--- src/rtl/regctl_pkg.sv ---
package regctl_pkg;

    localparam int BYTE_BITS = 8;
    localparam int CNT_W     = $clog2(BYTE_BITS + 1);

    localparam logic [7:0] IDX_ENABLE = 8'h00;
    localparam logic [7:0] IDX_SELECT = 8'h08;
    localparam logic [7:0] IDX_TRIM   = 8'h0A;
    localparam logic [7:0] RD_UNMAPPED = 8'hFF;

    typedef enum logic [3:0] {
        ST_IDLE,
        ST_DEV,
        ST_DEV_ACK,
        ST_IDX,
        ST_IDX_ACK,
        ST_WDATA,
        ST_WDATA_ACK,
        ST_RDATA,
        ST_RACK,
        ST_WAIT
    } xfer_state_t;

    typedef struct packed {
        logic [3:0] en;
        logic       sel1;
        logic       sel2;
        logic [1:0] sel3;
        logic [1:0] sel4;
        logic [1:0] trim;
    } reg_fields_t;

    localparam reg_fields_t FIELDS_RESET = '{en: 4'hF, sel1: 1'b0, sel2: 1'b0,
                                             sel3: 2'b00, sel4: 2'b00, trim: 2'b00};

endpackage

--- src/rtl/i2c_line_sync.sv ---
module i2c_line_sync #(
    parameter int STAGES = 2
) (
    input  logic clk,
    input  logic rst_n,
    input  logic scl_i,
    input  logic sda_i,
    output logic scl_s,
    output logic sda_s,
    output logic scl_rise,
    output logic scl_fall,
    output logic start_det,
    output logic stop_det
);
    localparam int LINES = 2;

    logic [LINES-1:0] raw;
    logic [LINES-1:0] synced;
    logic [LINES-1:0] prev;

    assign raw = {sda_i, scl_i};

    // One synchronizer chain per bus line; lines idle high.
    for (genvar g = 0; g < LINES; g++) begin : g_line
        logic [STAGES-1:0] chain;
        always_ff @(posedge clk or negedge rst_n) begin
            if (!rst_n) begin
                chain <= '1;
            end else begin
                chain <= {chain[STAGES-2:0], raw[g]};
            end
        end
        assign synced[g] = chain[STAGES-1];
    end

    always_ff @(posedge clk or negedge rst_n) begin
        if (!rst_n) begin
            prev <= '1;
        end else begin
            prev <= synced;
        end
    end

    assign scl_s     = synced[0];
    assign sda_s     = synced[1];
    assign scl_rise  = synced[0] & ~prev[0];
    assign scl_fall  = ~synced[0] & prev[0];
    assign start_det = synced[0] & prev[0] & prev[1] & ~synced[1];
    assign stop_det  = synced[0] & prev[0] & ~prev[1] & synced[1];

endmodule

--- src/rtl/i2c_xfer_fsm.sv ---
module i2c_xfer_fsm
    import regctl_pkg::*;
#(
    parameter logic [6:0] DEV_ADDR = 7'h48
) (
    input  logic       clk,
    input  logic       rst_n,
    input  logic       scl_s,
    input  logic       sda_s,
    input  logic       scl_rise,
    input  logic       scl_fall,
    input  logic       start_det,
    input  logic       stop_det,
    input  logic [7:0] rd_data,
    output logic [7:0] idx,
    output logic [7:0] wdata,
    output logic       wr_en,
    output logic       sda_oe
);
    xfer_state_t state, state_nx;

    logic [CNT_W-1:0]     bit_cnt;
    logic [BYTE_BITS-1:0] shreg;
    logic [BYTE_BITS-1:0] tx_q;
    logic                 rw_q;
    logic                 byte_full;
    logic                 addr_hit;
    logic                 unused_bits;

    assign byte_full   = (bit_cnt == CNT_W'(BYTE_BITS));
    assign addr_hit    = (shreg[7:1] == DEV_ADDR);
    assign wdata       = shreg;
    assign unused_bits = tx_q[7];

    // State register
    always_ff @(posedge clk or negedge rst_n) begin
        if (!rst_n) begin
            state <= ST_IDLE;
        end else begin
            state <= state_nx;
        end
    end

    // Next-state decode
    always_comb begin
        state_nx = state;
        if (stop_det) begin
            state_nx = ST_IDLE;
        end else if (start_det) begin
            state_nx = ST_DEV;
        end else begin
            unique case (state)
                ST_IDLE, ST_WAIT: state_nx = state;
                ST_DEV: begin
                    if (scl_fall && byte_full) state_nx = addr_hit ? ST_DEV_ACK : ST_WAIT;
                end
                ST_DEV_ACK: begin
                    if (scl_fall) state_nx = rw_q ? ST_RDATA : ST_IDX;
                end
                ST_IDX: begin
                    if (scl_fall && byte_full) state_nx = ST_IDX_ACK;
                end
                ST_IDX_ACK: begin
                    if (scl_fall) state_nx = ST_WDATA;
                end
                ST_WDATA: begin
                    if (scl_fall && byte_full) state_nx = ST_WDATA_ACK;
                end
                ST_WDATA_ACK: begin
                    if (scl_fall) state_nx = ST_WAIT;
                end
                ST_RDATA: begin
                    if (scl_fall && byte_full) state_nx = ST_RACK;
                end
                ST_RACK: begin
                    if (scl_fall) state_nx = ST_WAIT;
                end
                default: state_nx = ST_IDLE;
            endcase
        end
    end

    // Datapath and outputs
    always_ff @(posedge clk or negedge rst_n) begin
        if (!rst_n) begin
            bit_cnt <= '0;
            shreg   <= '0;
            tx_q    <= '0;
            rw_q    <= 1'b0;
            idx     <= '0;
            wr_en   <= 1'b0;
            sda_oe  <= 1'b0;
        end else begin
            wr_en <= 1'b0;
            if (stop_det || start_det) begin
                bit_cnt <= '0;
                sda_oe  <= 1'b0;
            end else begin
                unique case (state)
                    ST_DEV, ST_IDX, ST_WDATA: begin
                        if (scl_rise && !byte_full) begin
                            shreg   <= {shreg[BYTE_BITS-2:0], sda_s};
                            bit_cnt <= bit_cnt + 1'b1;
                        end
                        if (scl_fall && byte_full) begin
                            bit_cnt <= '0;
                            if (state == ST_DEV) begin
                                rw_q   <= shreg[0];
                                sda_oe <= addr_hit;
                            end else if (state == ST_IDX) begin
                                idx    <= shreg;
                                sda_oe <= 1'b1;
                            end else begin
                                wr_en  <= 1'b1;
                                sda_oe <= 1'b1;
                            end
                        end
                    end
                    ST_DEV_ACK: begin
                        if (scl_fall) begin
                            if (rw_q) begin
                                tx_q   <= rd_data;
                                sda_oe <= ~rd_data[7];
                            end else begin
                                sda_oe <= 1'b0;
                            end
                        end
                    end
                    ST_IDX_ACK, ST_WDATA_ACK: begin
                        if (scl_fall) sda_oe <= 1'b0;
                    end
                    ST_RDATA: begin
                        if (scl_rise && !byte_full) bit_cnt <= bit_cnt + 1'b1;
                        if (scl_fall) begin
                            if (byte_full) begin
                                sda_oe  <= 1'b0;
                                bit_cnt <= '0;
                            end else if (bit_cnt != '0) begin
                                tx_q   <= {tx_q[BYTE_BITS-2:0], 1'b0};
                                sda_oe <= ~tx_q[6];
                            end
                        end
                    end
                    ST_RACK: sda_oe <= 1'b0;
                    ST_IDLE, ST_WAIT: sda_oe <= 1'b0;
                    default: sda_oe <= 1'b0;
                endcase
            end
        end
    end

    // the pull-down moves only while the synchronized bus clock is low
    a_r9_oe_moves_low: assert property (@(posedge clk) disable iff (!rst_n)
        !$stable(sda_oe) |-> !scl_s);

    // every acknowledge slot of a matched transfer holds the line low
    a_r2_ack_slot_driven: assert property (@(posedge clk) disable iff (!rst_n)
        (state == ST_DEV_ACK || state == ST_IDX_ACK || state == ST_WDATA_ACK) |-> sda_oe);

    // an ignored transfer never pulls the line
    a_r3_wait_silent: assert property (@(posedge clk) disable iff (!rst_n)
        (state == ST_WAIT || state == ST_IDLE) |-> !sda_oe);

    // a STOP always lands the FSM in idle
    a_r10_stop_idles: assert property (@(posedge clk) disable iff (!rst_n)
        stop_det |=> (state == ST_IDLE));

endmodule

--- src/rtl/regctl_regfile.sv ---
module regctl_regfile
    import regctl_pkg::*;
#(
    parameter int N_EN = 4
) (
    input  logic        clk,
    input  logic        rst_n,
    input  logic        wr_en,
    input  logic [7:0]  idx,
    input  logic [7:0]  wdata,
    output logic [7:0]  rd_data,
    output reg_fields_t fields
);
    logic unused_bits;
    assign unused_bits = ^wdata[7:5];

    // Enable bits: one flop per regulator
    for (genvar g = 0; g < N_EN; g++) begin : g_en
        always_ff @(posedge clk or negedge rst_n) begin
            if (!rst_n) begin
                fields.en[g] <= FIELDS_RESET.en[g];
            end else if (wr_en && idx == IDX_ENABLE) begin
                fields.en[g] <= wdata[g];
            end
        end
    end

    always_ff @(posedge clk or negedge rst_n) begin
        if (!rst_n) begin
            fields.sel1 <= FIELDS_RESET.sel1;
            fields.sel2 <= FIELDS_RESET.sel2;
            fields.sel3 <= FIELDS_RESET.sel3;
        end else if (wr_en && idx == IDX_SELECT) begin
            fields.sel1 <= wdata[4];
            fields.sel2 <= wdata[3];
            fields.sel3 <= wdata[2:1];
        end
    end

    always_ff @(posedge clk or negedge rst_n) begin
        if (!rst_n) begin
            fields.sel4 <= FIELDS_RESET.sel4;
            fields.trim <= FIELDS_RESET.trim;
        end else if (wr_en && idx == IDX_TRIM) begin
            fields.sel4 <= wdata[3:2];
            fields.trim <= wdata[1:0];
        end
    end

    always_comb begin
        unique case (idx)
            IDX_ENABLE: rd_data = {4'b0, fields.en};
            IDX_SELECT: rd_data = {3'b0, fields.sel1, fields.sel2, fields.sel3, 1'b0};
            IDX_TRIM:   rd_data = {4'b0, fields.sel4, fields.trim};
            default:    rd_data = RD_UNMAPPED;
        endcase
    end

    // fields move only on a write strobe
    a_r8_hold_without_write: assert property (@(posedge clk) disable iff (!rst_n)
        !wr_en |=> $stable(fields));

    // a strobe to an unmapped index leaves every field alone
    a_r8_unmapped_write_inert: assert property (@(posedge clk) disable iff (!rst_n)
        (wr_en && idx != IDX_ENABLE && idx != IDX_SELECT && idx != IDX_TRIM) |=> $stable(fields));

endmodule

--- src/rtl/regctl_i2c_slave.sv ---
module regctl_i2c_slave
    import regctl_pkg::*;
#(
    parameter logic [6:0] DEV_ADDR    = 7'b1001000,
    parameter int         SYNC_STAGES = 2,
    parameter int         N_EN        = 4
) (
    input  logic       clk,
    input  logic       rst_n,
    input  logic       scl_i,
    input  logic       sda_i,
    output logic       sda_oe,
    output logic [3:0] en_o,
    output logic       sel1_o,
    output logic       sel2_o,
    output logic [1:0] sel3_o,
    output logic [1:0] sel4_o,
    output logic [1:0] trim_o
);
    logic        scl_s, sda_s, scl_rise, scl_fall, start_det, stop_det;
    logic [7:0]  idx, wdata, rd_data;
    logic        wr_en;
    reg_fields_t fields;

    i2c_line_sync #(.STAGES(SYNC_STAGES)) u_sync (
        .clk       (clk),
        .rst_n     (rst_n),
        .scl_i     (scl_i),
        .sda_i     (sda_i),
        .scl_s     (scl_s),
        .sda_s     (sda_s),
        .scl_rise  (scl_rise),
        .scl_fall  (scl_fall),
        .start_det (start_det),
        .stop_det  (stop_det)
    );

    i2c_xfer_fsm #(.DEV_ADDR(DEV_ADDR)) u_fsm (
        .clk       (clk),
        .rst_n     (rst_n),
        .scl_s     (scl_s),
        .sda_s     (sda_s),
        .scl_rise  (scl_rise),
        .scl_fall  (scl_fall),
        .start_det (start_det),
        .stop_det  (stop_det),
        .rd_data   (rd_data),
        .idx       (idx),
        .wdata     (wdata),
        .wr_en     (wr_en),
        .sda_oe    (sda_oe)
    );

    regctl_regfile #(.N_EN(N_EN)) u_regs (
        .clk     (clk),
        .rst_n   (rst_n),
        .wr_en   (wr_en),
        .idx     (idx),
        .wdata   (wdata),
        .rd_data (rd_data),
        .fields  (fields)
    );

    assign en_o   = fields.en;
    assign sel1_o = fields.sel1;
    assign sel2_o = fields.sel2;
    assign sel3_o = fields.sel3;
    assign sel4_o = fields.sel4;
    assign trim_o = fields.trim;

endmodule

--- config.mk ---
export PLATFORM = sky130hd
export DESIGN_NAME = regctl_i2c_slave
export DESIGN_NICKNAME = d
export VERILOG_FILES = /design/src/rtl/regctl_pkg.sv /design/src/rtl/i2c_line_sync.sv /design/src/rtl/i2c_xfer_fsm.sv /design/src/rtl/regctl_regfile.sv /design/src/rtl/regctl_i2c_slave.sv
export SDC_FILE = /design/constraint.sdc
export NUM_CORES = 1
export LEC_CHECK = 0
export BUFFER_PORTS_ARGS = -buffer_cell sky130_fd_sc_hd__buf_2
export CORE_MARGIN = 10
export CORE_UTILIZATION = 44
export CTS_CLUSTER_DIAMETER = 60
export DETAILED_ROUTE_END_ITERATION = 10
export PLACE_DENSITY = 0.62
export SLEW_MARGIN = 5
export SYNTH_ARGS = -nofsm -noshare
export SYNTH_HDL_FRONTEND = slang
export SYNTH_HIERARCHICAL = 1
export SYNTH_SLANG_ARGS = --single-unit
--- constraint.sdc ---
create_clock -name clk -period 3.98 [get_ports clk]
set_input_delay 0.796 -clock clk [delete_from_list [all_inputs] [get_ports clk]]
set_output_delay 0.796 -clock clk [all_outputs]
set_load 0.02 [all_outputs]
# Word level (Yosys, flattened, before mapping)
# Cells that the tools add are included.
# totals
ff_bits	52
inputBits	4
output_inout_bits	13
# op_classes
n_reduce_logical	22
bitwise_logic	15
eq_ne	31
n_mux	40
n_addsub	1
# ops
cell	count
$mux W4	15
$mux W7	5
$ne A4 B1 Y1 const B	8
$pmux W4 S8	1
$pmux W8 S3	1
$eq A4 B3 Y1 const B	4
$eq A8 B4 Y1 const B	2
$ne A3 B1 Y1 const B	5
$mux W1	14
$pmux W7 S2	1
$eq A4 B4 Y1 const B	3
$reduce_and A5 Y1	2
$eq A4 B2 Y1 const B	2
$logic_not A8 Y1	1
$ne A2 B1 Y1 const B	4
$not A1 Y1	8
$pmux W4 S2	1
$reduce_and A8 Y1	1
$and A1 B1 Y1	7
$eq A7 B7 Y1 const B	1
$reduce_and A7 Y1	1
$reduce_or A2 Y1	3
$logic_and A1 B1 Y1	5
$add A4 B1 Y4 const B	1
other kinds (13)	13

# Depth between registers and ports, before layout
# Gate-level depths: netlist of run 1.
# logic_depth
ltp_word	8
depth_mapped	7
depth_no_buf	7

# Cells and area by module
# Netlist of run 1, hierarchy kept.
# modules_own_cells
module	n_inst	cells_each	area_each_um2	seq_area_each_um2
i2c_xfer_fsm	1	152	1749.2	850.8
regctl_regfile	1	55	636.9	305.3
i2c_line_sync	1	10	190.2	157.7

# Worst setup path before layout of run 1
# No wires, ideal clock.
# synth_timing
kind	register to register
startpoint	register u_sync.g_line[1].chain[1]
endpoint	register u_fsm.shreg[0] (netlist: u_fsm/wdata[0])
path_buffers	0
path_stages_with_launch	5
slack_ns	1.959
arrival_ns	1.897
synth_period_minus_slack_ns	2.021
path_cell_list	dfstp_2 and4b_1 or2_4 a2111oi_4 mux2_2
# synth_via
elab_chain_cells	5
word_cells_on_any_way	6
classes_between	bitwise: 4; reduce/logical: 2
# synth_rtl
element	line_no	rtl
start: declaration	i2c_line_sync.sv:25	logic [STAGES-1:0] chain;
start signal: assignment	i2c_line_sync.sv:30	chain <= {chain[STAGES-2:0], raw[g]};
$not A1 Y1	i2c_line_sync.sv:48	assign start_det = synced[0] & prev[0] & prev[1] & ~synced[1];
$and A1 B1 Y1	i2c_line_sync.sv:48	
named net start_det	regctl_i2c_slave.sv:20	logic scl_s, sda_s, scl_rise, scl_fall, start_det, stop_det;
$logic_or A1 B1 Y1	i2c_xfer_fsm.sv:95	if (stop_det || start_det) begin
$not A1 Y1 (no source line)	n/a	
$reduce_and A3 Y1 (no source line)	n/a	
end signal: assignment	i2c_xfer_fsm.sv:102	shreg <= {shreg[BYTE_BITS-2:0], sda_s};
end: declaration	i2c_xfer_fsm.sv:23	logic [BYTE_BITS-1:0] shreg;
# The timed path passes the listed nets, and every way through them passes these cells.
# A chain may end at the register's enable or synchronous reset.

# Final worst setup path of run 1
# layout_timing
startpoint	register u_sync.g_line[1].chain[1]
endpoint	register u_fsm.idx[1]
# layout_via
elab_chain_cells	5
word_cells_on_any_way	6
classes_between	bitwise: 4; reduce/logical: 2
# layout_rtl
element	line_no	rtl
$not A1 Y1	i2c_line_sync.sv:48	
$and A1 B1 Y1	i2c_line_sync.sv:48	
named net start_det	regctl_i2c_slave.sv:20	
$logic_or A1 B1 Y1	i2c_xfer_fsm.sv:95	
$not A1 Y1 (no source line)	n/a	
$reduce_and A5 Y1 (no source line)	n/a	
end signal: assignment	i2c_xfer_fsm.sv:111	idx <= shreg;
end: declaration	i2c_xfer_fsm.sv:15	output logic [7:0] idx,
# The timed path passes the listed nets, and every way through them passes these cells.

==> results of run 1 <==
## per-layer routing
metal	wire (um)	GRT usage [%]	up-vias
met5	0	0	-
met4	62	4.00	0
met3	160	2.62	5
met2	2270	18.6	18
met1	2430	15.5	825
li1	-	-	803
## registers in the layout, summed over array words and instances (netlist names)
name	count
u_sync/prev	2
u_fsm/tx_q	7
u_fsm/bit_cnt	4
u_sync/g_line.chain	4
u_fsm/wr_en	1
u_fsm/rw_q	1
u_fsm/state	4
u_fsm/idx	8
u_fsm/wdata	8
u_regs/fields	12
u_fsm/sda_oe	1
## Yosys cell counts (2+ instances only)
| library cell | instances |
|---|---|
| sky130_fd_sc_hd__xor2_1 | 2 |
| sky130_fd_sc_hd__and4b_1 | 2 |
| sky130_fd_sc_hd__nor2_1 | 14 |
| sky130_fd_sc_hd__inv_1 | 9 |
| sky130_fd_sc_hd__mux2_2 | 43 |
| sky130_fd_sc_hd__o21ai_0 | 8 |
| sky130_fd_sc_hd__and2_0 | 2 |
| sky130_fd_sc_hd__xnor2_1 | 2 |
| sky130_fd_sc_hd__dfrtp_1 | 42 |
| sky130_fd_sc_hd__nand4_1 | 6 |
| sky130_fd_sc_hd__nand3_2 | 2 |
| sky130_fd_sc_hd__a21oi_1 | 4 |
| sky130_fd_sc_hd__o22ai_1 | 4 |
| sky130_fd_sc_hd__ha_1 | 2 |
| sky130_fd_sc_hd__mux2i_1 | 3 |
| sky130_fd_sc_hd__buf_2 | 7 |
| sky130_fd_sc_hd__nor2b_1 | 8 |
| sky130_fd_sc_hd__nand2_1 | 15 |
| sky130_fd_sc_hd__dfstp_2 | 10 |
| sky130_fd_sc_hd__o21bai_1 | 2 |
| sky130_fd_sc_hd__nor3_1 | 4 |
| sky130_fd_sc_hd__a211oi_1 | 2 |
| sky130_fd_sc_hd__buf_4 | 2 |
| sky130_fd_sc_hd__nand3_1 | 2 |
## area by class of cell
| cell class | instances | area, um^2 | share of cell area, % |
|---|---|---|---|
| flip-flops and latches | 52 | 1310 | 46.7 |
| multi-input cells | 147 | 1180 | 41.9 |
| inverters | 9 | 33.8 | 1.20 |
| repair buffers | 17 | 87.6 | 3.11 |
| clock inverters | 3 | 42.5 | 1.51 |
| clock buffers | 5 | 68.8 | 2.44 |
| well taps | 72 | 90.1 | 3.20 |
## power groups by stage
stage | Sequential, mW | Clock [mW] | Combinational [mW]
3_3_place_gp | 0.621 | 0 | 0.130
5_1_grt | 0.620 | 0.399 | 0.151
4_1_cts | 0.612 | 0.375 | 0.134
2_1_floorplan | 0.597 | 0 | 0.107
6_report | 0.614 | 0.361 | 0.131
3_5_place_dp | 0.622 | 0 | 0.133
## stage by stage
stage / worst slack (ns) / hold WS [ns] / std cells / cell area [um^2] / util (%)
2_1_floorplan: 1.96 / 0.345 / 217 / 2580 / -
3_3_place_gp: 1.80 / 0.348 / 297 / 2700 / 48.2
3_5_place_dp: 1.71 / 0.349 / 297 / 2700 / 48.2
4_1_cts: 1.69 / 0.363 / 305 / 2820 / 50.2
5_1_grt: 1.49 / 0.364 / 305 / 2820 / 50.2
6_report: 1.70 / 0.361 / 305 / 2820 / 50.2
## logic make-up (layout without fill, tap and decap cells)
logic type / Yosys count / after routing / share of synthesized area, %
adder cells (fa/ha/maj): 2 / 2 / 0.971
flip-flops: 52 / 52 / 51.0
XOR/XNOR: 4 / 4 / 1.36
multiplexers: 46 / 46 / 20.0
AND/OR/NAND/NOR: 65 / 65 / 14.6
AO/OA/AOI/OAI: 30 / 30 / 8.89
buffers and inverters: 18 / 34 / 3.25
## worst paths after layout
check / from / cells past startpoint / end / slack [ns]
worst max register to register: u_sync/g_line[1].chain[1] / 6 / u_fsm/idx[1] / 1.70
worst min register to register: u_sync/g_line[1].chain[0] / 0 / u_sync/g_line[1].chain[1] / 0.36
worst max-delay path: u_sync/g_line[1].chain[1] / 6 / u_fsm/idx[1] / 1.70
worst min-delay path: u_sync/g_line[1].chain[0] / 0 / u_sync/g_line[1].chain[1] / 0.36
max in group asynchronous: rst_n / 2 / u_regs/fields[8] / 2.66
min in group asynchronous: rst_n / 1 / u_regs/fields[5] / 0.52
==> metrics.md, run 1 <==
| Metric | Value |
|---|---|
| Outcome | `finished clean` |
| Element type at the critical path end | `flip-flop` |
| Max-cap check violation count | `0` |
| Worst-case clock buffer depth | `2` |
| Diodes inserted | `0` |
| Worst endpoint data arrival time | `2.48 ns` |
| Critical path buffers and inverters | `0` |
| Aggregate global-route resource usage | `11.8%` |
| Yosys warning count | `6` |
| Fin Setup TNS | `0 ns` |
| Synthesized cell area | `2580 um^2` |
| Number of nets produced by synthesis | `223` |
| Final critical path time including I/O delays and setup | `2.28 ns` |
| F_max | `438 MHz` |
| CP cell instances | `and4b_1 -> nor2_2 -> nand2_1 -> nor2_1 -> nand4_1 -> mux2_2` |
| Register area share after synthesis | `51.0%` |
| Combinational group share of total power | `11.9%` |
| Number of routed nets with antenna violations | `0` |
| Required time of the critical path | `4.17 ns` |
| Type of the setup path with the least slack | `flip-flop to flip-flop` |
| Clock buffers created by TritonCTS | `5` |
| Filler cell count in the final layout | `523` |
| Static leakage | `1.33 nW` |
| Number of global-route vias before repair | `1704` |
| Post-layout total power | `1.11 mW` |
| Share of synthesized registers carrying an async set or reset | `100%` |
| Largest area contributor in the synthesized netlist | `sky130_fd_sc_hd__dfrtp_1` |
| Total power divided by cell area | `393 nW/um^2` |
| Count of nets after finishing | `238` |
| Highest net fanout along the worst path | `8` |
| Largest net degree at the start of global routing | `31` |
| Number of antenna violations at the first check in global routing | `0` |
| Total of flip-flops plus latches after synthesis | `52` |
| Clock latency at the later pin of the worst-skew pair | `0.31 ns` |
| Internal power | `0.802 mW` |
| CTS H-Tree Depth | `2` |
| Share of the synthesized area in the top cell type | `40.8%` |
| Switching Power | `0.304 mW` |
| Residual overflow from global routing | `0` |
| Worst rel slew slack | `55.7%` |
| Worst min-delay path category | `flip-flop to flip-flop` |
| Root buffer cell | `sky130_fd_sc_hd__clkbuf_8` |
| Count of final setup violators | `0` |
| Postcts setup bufs | `0` |
| Ports | `17` |
| Critical path's largest stage delay | `0.55 ns` |
| Routability congestion estimate from global placement | `0.798` |
| Die outline width | `96.5 um` |
| Yosys cell types | `44` |
| Most common cell after layout, fill and taps aside | `sky130_fd_sc_hd__mux2_2` |
| Cell class contributing the biggest share of worst-path delay | `simple AND/OR/NAND/NOR gates` |
| Via total after detailed routing | `1651` |
| Largest cells by area after synthesis | `sky130_fd_sc_hd__dfrtp_1, sky130_fd_sc_hd__mux2_2, sky130_fd_sc_hd__dfstp_2` |
| Average wire length per cell after detail routing | `16.2 um` |
| Clock transition at the registers of the reported paths | `0.09 ns` |
| First DRT Iteration DRCs | `73` |
| Share of the clock period used by the worst path | `57.4%` |
| EDFF count, synth | `0` |
| Initial cell density of the core | `45.9%` |
| Core Region | `5610 um^2` |
| Number of iterations in the first detailed-routing pass | `4` |
| TritonCTS clock tree | `done` |
| Proportion of power drawn by flip-flops and latches | `55.5%` |
| Switching Share | `27.5%` |
| Clock Skew | `0.00938 ns` |
| Critical-path top delay cell | `sky130_fd_sc_hd__dfstp_2` |
| Die area | `9320 um^2` |
| Clock power share | `32.6%` |
| Worst IR drop on VDD | `197 uV` |
| Post-cts resize count | `0` |
| Critical Path Start Type | `flip-flop` |
| Number of slew-limit violations in the final report | `0` |
| Sinks on the clock net | `52` |
| Post-Syn Instances | `217` |
| Vias per Instance | `5.41` |
| Area overhead of the layout relative to synthesis | `9.28%` |
| First-pass GRT wire length | `8.63 mm` |
| Height of the chip | `96.5 um` |
| Slew at the pin closest to its max-slew limit | `0.665 ns` |
| Unrepaired setup endpoints after global routing | `false` |
| Post-Route WL | `4.93 mm` |
| Total of hold buffers inserted after clock tree synthesis | `0` |
| Share of final-layout standard cells stronger than drive strength 1 | `37.8%` |
| HPWL reported at the end of detailed placement | `3.53 mm` |
| Number of remaining DRC errors | `0` |
| Top FF cell, synth | `sky130_fd_sc_hd__dfrtp_1` |
| FP Rows | `27` |
| Synthesized area per cell | `11.9 um^2` |
| Most frequent cells in the layout | `sky130_fd_sc_hd__mux2_2, sky130_fd_sc_hd__dfrtp_1, sky130_fd_sc_hd__buf_2` |
| Count of input and output buffers | `16` |
| Hold Fails Final Rpt | `0` |
Note: power is estimated with default switching activity, not from simulation.
==> run 2: changes to the inputs <==
--- a/config.mk
+++ b/config.mk
@@ -5,6 +5,7 @@
 export SDC_FILE = /design/constraint.sdc
 export NUM_CORES = 1
 export LEC_CHECK = 0
+export ABC_AREA = 1
 export BUFFER_PORTS_ARGS = -buffer_cell sky130_fd_sc_hd__buf_2
 export CORE_MARGIN = 10
 export CORE_UTILIZATION = 44
==> constraint.sdc (replaced) <==
create_clock -name clk -period 2.3 [get_ports clk]
set_input_delay 0.46 -clock clk [delete_from_list [all_inputs] [get_ports clk]]
set_output_delay 0.46 -clock clk [all_outputs]
set_load 0.02 [all_outputs]
==> metrics.md, run 2 <==
| Metric | Value |
|---|---|
| Outcome | `finished clean` |
| TritonCTS clock tree | `done` |
| Depth of the critical timing path with buffers and inverters included | `10` |
| Share of the synthesized area in the top cell type | `38.2%` |
| Critical path's largest stage delay | `0.56 ns` |
| Routability congestion estimate from global placement | `0.914` |
| Die area | `9820 um^2` |
| CTS H-Tree Depth | `2` |
| Clock latency at the later pin of the worst-skew pair | `0.29 ns` |
| Area of all placed cells without fillers | `3000 um^2` |
| Critical Path Start Type | `flip-flop` |
| Clock transition at the registers of the reported paths | `0.09 ns` |
| Synthesized cell area | `2750 um^2` |
| Unrepaired setup endpoints after global routing | `false` |
| Synthesized area per cell | `8.07 um^2` |
| Flip-flop count of the largest register, all copies and words added | `12` |
| Initial cell density of the core | `45.9%` |
| Slew at the pin closest to its max-slew limit | `0.605 ns` |
| Most frequent cells in the layout | `sky130_fd_sc_hd__nand2_1, sky130_fd_sc_hd__dfrtp_1, sky130_fd_sc_hd__inv_1` |
| Number of global-route vias before repair | `2183` |
| Critical path buffers and inverters | `2` |
| Cell occurring most often along the worst timing path | `sky130_fd_sc_hd__nand2_1` |
| Placed cell area | `2910 um^2` |
| Required time of the critical path | `2.52 ns` |
| Post-cts resize count | `0` |
| Depth of the worst register-to-register path | `10` |
| Filler-free cell count of the finished design | `438` |
| Share of synthesized registers carrying an async set or reset | `100%` |
| Count of final setup violators | `0` |
| Core Region | `5990 um^2` |
| Number of nets produced by synthesis | `347` |
| Clock Skew | `0.00547 ns` |
| Critical-path top delay cell | `sky130_fd_sc_hd__dfstp_2` |
| Register-to-register path setup slack | `0.44 ns` |
| Aggregate global-route resource usage | `12.5%` |
| Total of hold buffers inserted after clock tree synthesis | `0` |
| Element type at the critical path end | `flip-flop` |
| Largest net degree at the start of global routing | `28` |
| CP cell instances | `inv_1 -> nand2_1 -> nor2_1 -> nor2_1 -> nand2_1 -> inv_1 -> nand2_1 -> nand4_1 -> nand2_1 -> o21ai_1` |
| Register area share after synthesis | `47.7%` |
| Filler cell count in the final layout | `607` |
| Max-cap check violation count | `0` |
| HPWL reported at the end of detailed placement | `4.44 mm` |
| Diodes inserted | `0` |
| Cell count after placement | `430` |
| Height of the chip | `99.1 um` |
| Via total after detailed routing | `2164` |
| Worst slack at placement | `0.476 ns` |
| Most instantiated library cell after synthesis | `sky130_fd_sc_hd__nand2_1` |
| Total of flip-flops plus latches after synthesis | `52` |
| Count of nets after finishing | `368` |
| Most common library cells after synthesis | `sky130_fd_sc_hd__nand2_1, sky130_fd_sc_hd__dfrtp_1, sky130_fd_sc_hd__inv_1, sky130_fd_sc_hd__nor2_1, sky130_fd_sc_hd__o21ai_1` |
| Sinks on the clock net | `52` |
| Average wire length per cell after detail routing | `13.0 um` |
| End of the critical path | `u_fsm/state[3]` |
| Worst reg2reg path endpoint | `u_fsm/state[3]` |
| Vias per Instance | `4.94` |
| Yosys warning count | `6` |
| Top FF cell, synth | `sky130_fd_sc_hd__dfrtp_1` |
| Worst-case clock buffer depth | `2` |
| Share of the clock period used by the worst path | `80.9%` |
| Postcts setup bufs | `0` |
| Final critical-path setup slack | `0.439 ns` |
| Fin Setup TNS | `0 ns` |
| F_max | `537 MHz` |
| Hold Fails Final Rpt | `0` |
| Worst IR drop on VDD | `443 uV` |
| Final critical path time including I/O delays and setup | `1.86 ns` |
| Total power divided by cell area | `725 nW/um^2` |
| Worst rel slew slack | `59.6%` |
| EDFF count, synth | `0` |
| Largest area contributor in the synthesized netlist | `sky130_fd_sc_hd__dfrtp_1` |
| Ports | `17` |
| Area overhead of the layout relative to synthesis | `9.09%` |
| Highest net fanout along the worst path | `8` |
| Worst endpoint data arrival time | `2.08 ns` |
| Most common cell after layout, fill and taps aside | `sky130_fd_sc_hd__nand2_1` |
| Yosys cell types | `33` |
| Clock buffers created by TritonCTS | `5` |
| Static leakage | `1.44 nW` |
| First-pass GRT wire length | `10.3 mm` |
| Cell class contributing the biggest share of worst-path delay | `simple AND/OR/NAND/NOR gates` |
| Post-Route WL | `5.69 mm` |
| Die outline width | `99.1 um` |
| Number of remaining DRC errors | `0` |
| Number of antenna violations at the first check in global routing | `0` |
| Number of slew-limit violations in the final report | `0` |
| Worst min-delay path category | `primary input to asynchronous set/reset pin` |
| Area of the multi-input gates | `1230 um^2` |
| First DRT Iteration DRCs | `113` |
| Residual overflow from global routing | `0` |
| Largest cells by area after synthesis | `sky130_fd_sc_hd__dfrtp_1, sky130_fd_sc_hd__nand2_1, sky130_fd_sc_hd__dfstp_2` |
| Top register by number of flip-flops | `u_regs/fields` |
| FP Rows | `28` |
| Number of routed nets with antenna violations | `0` |
| Share of final-layout standard cells stronger than drive strength 1 | `19.3%` |
| Critical path launch point | `u_sync/g_line[1].chain[1]` |
| Root buffer cell | `sky130_fd_sc_hd__clkbuf_8` |
| FF+latch area | `1310 um^2` |
| Number of iterations in the first detailed-routing pass | `4` |
| Post-Syn Instances | `341` |
| Count of input and output buffers | `16` |
| Type of the setup path with the least slack | `flip-flop to flip-flop` |
| Critical register-to-register path startpoint | `u_sync/g_line[1].chain[1]` |
-- run 2: changes by cell type after synthesis, moves of 3 or more --
cell | before | now
sky130_fd_sc_hd__nor2_2 | 1 | 4
sky130_fd_sc_hd__o21ai_2 | 1 | 6
sky130_fd_sc_hd__inv_1 | 9 | 36
sky130_fd_sc_hd__nand2_1 | 15 | 94
sky130_fd_sc_hd__nor2b_1 | 8 | 0
sky130_fd_sc_hd__nand2_4 | 0 | 3
sky130_fd_sc_hd__nor2_1 | 14 | 34
sky130_fd_sc_hd__inv_2 | 0 | 7
sky130_fd_sc_hd__mux2_2 | 43 | 0
sky130_fd_sc_hd__o21ai_1 | 0 | 33
sky130_fd_sc_hd__buf_2 | 7 | 2
sky130_fd_sc_hd__mux2i_1 | 3 | 6
sky130_fd_sc_hd__nand2_2 | 0 | 6
sky130_fd_sc_hd__nand3_1 | 2 | 18
-- run 2: final cells by class --
class,instances,area share (%)
Sequential cell,52,43.8
Multi-Input combinational cell,239,41.0
Inverter,45,5.71
Timing Repair Buffer,19,3.42
Tap cell,75,3.13
Clock buffer,8,3.00
-- run 2: cell families (layout without fill, tap and decap cells) --
kind of cell	after synthesis	in the layout	synth area share, %
AOI/OAI and AO/OA	54	54	10.8
xor gates and xnor gates	1	1	0.318
adders and majority gates	2	2	0.909
buffers and inverters	50	72	7.55
DFF	52	52	47.7
muxes	6	6	2.18
and+or+nand+nor	176	176	30.5
-- run 2: routing by layer --
metal  vias up  wire length, um  share of wire [%]  track usage [%]
met4         0               53               0.93             3.64
met3         4              303                5.3             3.11
met2        46             2610                 46             19.6
li1       1129                -                  -                -
met5         -                0                  0                0
met1       985             2720                 48             16.4
-- run 2: through the flow --
step / power [mW] / utilization, % / hold WS (ns)
2_1_floorplan: 1.51 / - / 0.164
3_3_place_gp: 1.67 / 48.6 / 0.346
3_5_place_dp: 1.67 / 48.6 / 0.348
4_1_cts: 2.21 / 50.1 / 0.176
5_1_grt: 2.36 / 50.1 / 0.196
6_report: 2.18 / 50.1 / 0.160
-- run 2: how the worst min path moves through the flow --
stage,end,slack [ns]
after floorplan,u_fsm/bit_cnt[0],0.16
after global placement,u_sync/g_line[0].chain[1],0.35
after detailed placement,u_sync/g_line[0].chain[1],0.35
after CTS,u_fsm/idx[2],0.18
after global routing,u_regs/fields[0],0.20
final,u_regs/fields[0],0.16
-- run 2: report_power, final --
part	internal (mW)	total, mW	leakage (nW)	switching (mW)
registers	1.01	1.12	0.678	0.104
logic	0.168	0.537	0.716	0.369
clock network	0.246	0.525	0.0455	0.279
==> run 3: changes to the inputs <==
--- a/config.mk
+++ b/config.mk
@@ -5,13 +5,13 @@
 export SDC_FILE = /design/constraint.sdc
 export NUM_CORES = 1
 export LEC_CHECK = 0
-export ABC_AREA = 1
+export ABC_AREA = 0
 export BUFFER_PORTS_ARGS = -buffer_cell sky130_fd_sc_hd__buf_2
 export CORE_MARGIN = 10
 export CORE_UTILIZATION = 44
 export CTS_CLUSTER_DIAMETER = 60
 export DETAILED_ROUTE_END_ITERATION = 10
-export PLACE_DENSITY = 0.62
+export PLACE_DENSITY = 0.64
 export SLEW_MARGIN = 5
 export SYNTH_ARGS = -nofsm -noshare
 export SYNTH_HDL_FRONTEND = slang
==> constraint.sdc (replaced) <==
create_clock -name clk -period 1.6 [get_ports clk]
set_input_delay 0.32 -clock clk [delete_from_list [all_inputs] [get_ports clk]]
set_output_delay 0.32 -clock clk [all_outputs]
set_load 0.02 [all_outputs]
==> metrics.md, run 3 (synthesis results as in run 1) <==
| Metric | Value |
|---|---|
| First-pass GRT wire length | `9.02 mm` |
| Hold_ws | `-0.00175 ns` |
| Critical Path Start Type | `flip-flop` |
| Initial cell density of the core | `45.9%` |
| HPWL reported at the end of detailed placement | `3.74 mm` |
| Required time of the critical path | `1.78 ns` |
| Number of slew-limit violations in the final report | `0` |
| Core Region | `5610 um^2` |
| Most frequent cells in the layout | `sky130_fd_sc_hd__buf_4, sky130_fd_sc_hd__dfrtp_1, sky130_fd_sc_hd__mux2_2` |
| Clock transition at the registers of the reported paths | `0.10 ns` |
| Outcome | `finished, violations left` |
| Flip-flop count of the largest register, all copies and words added | `12` |
| Share of the clock period used by the worst path | `117%` |
| Area overhead of the layout relative to synthesis | `33.7%` |
| Clock latency at the later pin of the worst-skew pair | `0.29 ns` |
| Routability congestion estimate from global placement | `0.826` |
| Root buffer cell | `sky130_fd_sc_hd__clkbuf_8` |
| Count of nets after finishing | `292` |
| Number of remaining DRC errors | `0` |
| Count of final setup violators | `33` |
| Die outline width | `96.5 um` |
| Average wire length per cell after detail routing | `15.3 um` |
| Unrepaired setup endpoints after global routing | `true` |
| First DRT Iteration DRCs | `53` |
| F_max | `535 MHz` |
| Height of the chip | `96.5 um` |
| Critical register-to-register path startpoint | `u_sync/prev[1]` |
| Number of global-route vias before repair | `1833` |
| Total of hold buffers inserted after clock tree synthesis | `0` |
| Final critical-path setup slack | `-0.269 ns` |
| Number of antenna violations at the first check in global routing | `0` |
| Critical path launch point | `u_sync/prev[1]` |
| Core utilization of the finished layout | `61.4%` |
| Diodes inserted | `0` |
| Sinks on the clock net | `52` |
| Max-cap check violation count | `0` |
| Element type at the critical path end | `flip-flop` |
| Area of all placed cells without fillers | `3440 um^2` |
| Post-Route WL | `5.50 mm` |
| Worst-case clock buffer depth | `2` |
| Via total after detailed routing | `1871` |
| Post-layout total power | `2.88 mW` |
| Residual overflow from global routing | `0` |
| Share of final-layout standard cells stronger than drive strength 1 | `58.2%` |
| Worst endpoint data arrival time | `2.05 ns` |
| Top register by number of flip-flops | `u_regs/fields` |
| Aggregate global-route resource usage | `12.1%` |
| Placed cell area | `3060 um^2` |
| TritonCTS clock tree | `done` |
| Proportion of power drawn by flip-flops and latches | `50.6%` |
| Worst rel slew slack | `66.1%` |
| Type of the setup path with the least slack | `flip-flop to flip-flop` |
| Filler cell count in the final layout | `474` |
| Final critical path time including I/O delays and setup | `1.87 ns` |
| Number of routed nets with antenna violations | `0` |
| FP Rows | `27` |
| Highest net fanout along the worst path | `8` |
| CTS H-Tree Depth | `2` |
| Vias per Instance | `5.21` |
| Static leakage | `1.69 nW` |
| Most common cell after layout, fill and taps aside | `sky130_fd_sc_hd__buf_4` |
| Combinational group share of total power | `22.3%` |
| Die area | `9320 um^2` |
| Violations in the final reports | `negative hold slack, negative setup slack` |
| Switching Power | `0.818 mW` |
| Register-to-register path setup slack | `-0.27 ns` |
| Hold Fails Final Rpt | `1` |
| Total power divided by cell area | `837 nW/um^2` |
| Clock buffers created by TritonCTS | `5` |
| Number of iterations in the first detailed-routing pass | `4` |
| Internal power | `2.06 mW` |
| Ports | `17` |
| Clock Skew | `0.00550 ns` |
| Depth of the worst register-to-register path | `5` |
| Clock power share | `27.1%` |
| Worst reg2reg path endpoint | `u_fsm/wdata[6]` |
| Largest net degree at the start of global routing | `53` |
| Worst IR drop on VDD | `572 uV` |
| End of the critical path | `u_fsm/wdata[6]` |
| Worst min-delay path category | `primary input to asynchronous set/reset pin` |
| Slew at the pin closest to its max-slew limit | `0.504 ns` |
| Count of input and output buffers | `16` |
| Switching Share | `28.4%` |
| Worst slack at placement | `-0.334 ns` |
run 3: how the worst min path moves through the flow:
stage / from / endpoint / slack [ns] / depth (start not counted)
after detailed placement: rst_n / u_regs/fields[5] / 0.33 / 2
after global placement: rst_n / u_regs/fields[6] / 0.33 / 2
final: rst_n / u_regs/fields[6] / -0.002 / 2
after CTS: rst_n / u_regs/fields[6] / 0.003 / 2
after floorplan: rst_n / u_fsm/bit_cnt[0] / 0.02 / 0
after global routing: rst_n / u_regs/fields[6] / 0.009 / 2
run 3: through the flow:
stage	TNS (ns)	std cells
after floorplan	-5.99	217
after global placement	-5.99	339
after detailed placement	-6.61	339
after CTS	-5.55	355
after global routing	-9.47	359
final	-7.17	359
run 3: what timing repair did:
action,in CTS,in global routing
pin swaps,12,8
setup endpoints to repair,41,44
buffers inserted,8,4
resized for setup,19,30
run 3: metal layers:
layer	routed length (um)	vias up	global-route usage [%]
li1	-	918	-
met1	2580	930	16.0
met2	2750	19	19.4
met3	129	4	2.93
met4	44	0	3.27
met5	0	-	0
run 3: cell type report:
| class | count | area [um^2] | share of cell area, % |
|---|---|---|---|
| Tap cell | 72 | 90.1 | 2.62 |
| Multi-Input combinational cell | 147 | 1360 | 39.5 |
| Inverter | 9 | 33.8 | 0.981 |
| Clock buffer | 6 | 82.6 | 2.40 |
| Timing Repair Buffer | 71 | 547 | 15.9 |
| Clock inverter | 2 | 13.8 | 0.400 |
| Sequential cell | 52 | 1320 | 38.2 |
run 3: power groups by stage:
stage                     Clock [mW]  Combinational [mW]  Sequential, mW
after global routing           0.863               0.701            1.47
after floorplan                    0               0.289            1.49
after global placement             0               0.541            1.47
final                          0.781               0.644            1.46
after detailed placement           0               0.551            1.48
after CTS                      0.808               0.579            1.45
run 3: worst max-delay path, cell delays in order (launching register included):
cell and delay (ns):
sky130_fd_sc_hd__dfstp_2 0.53, sky130_fd_sc_hd__and4b_2 0.25, sky130_fd_sc_hd__or2_4 0.27, sky130_fd_sc_hd__a2111oi_4 0.20, sky130_fd_sc_hd__buf_6 0.18, sky130_fd_sc_hd__mux2_2 0.33
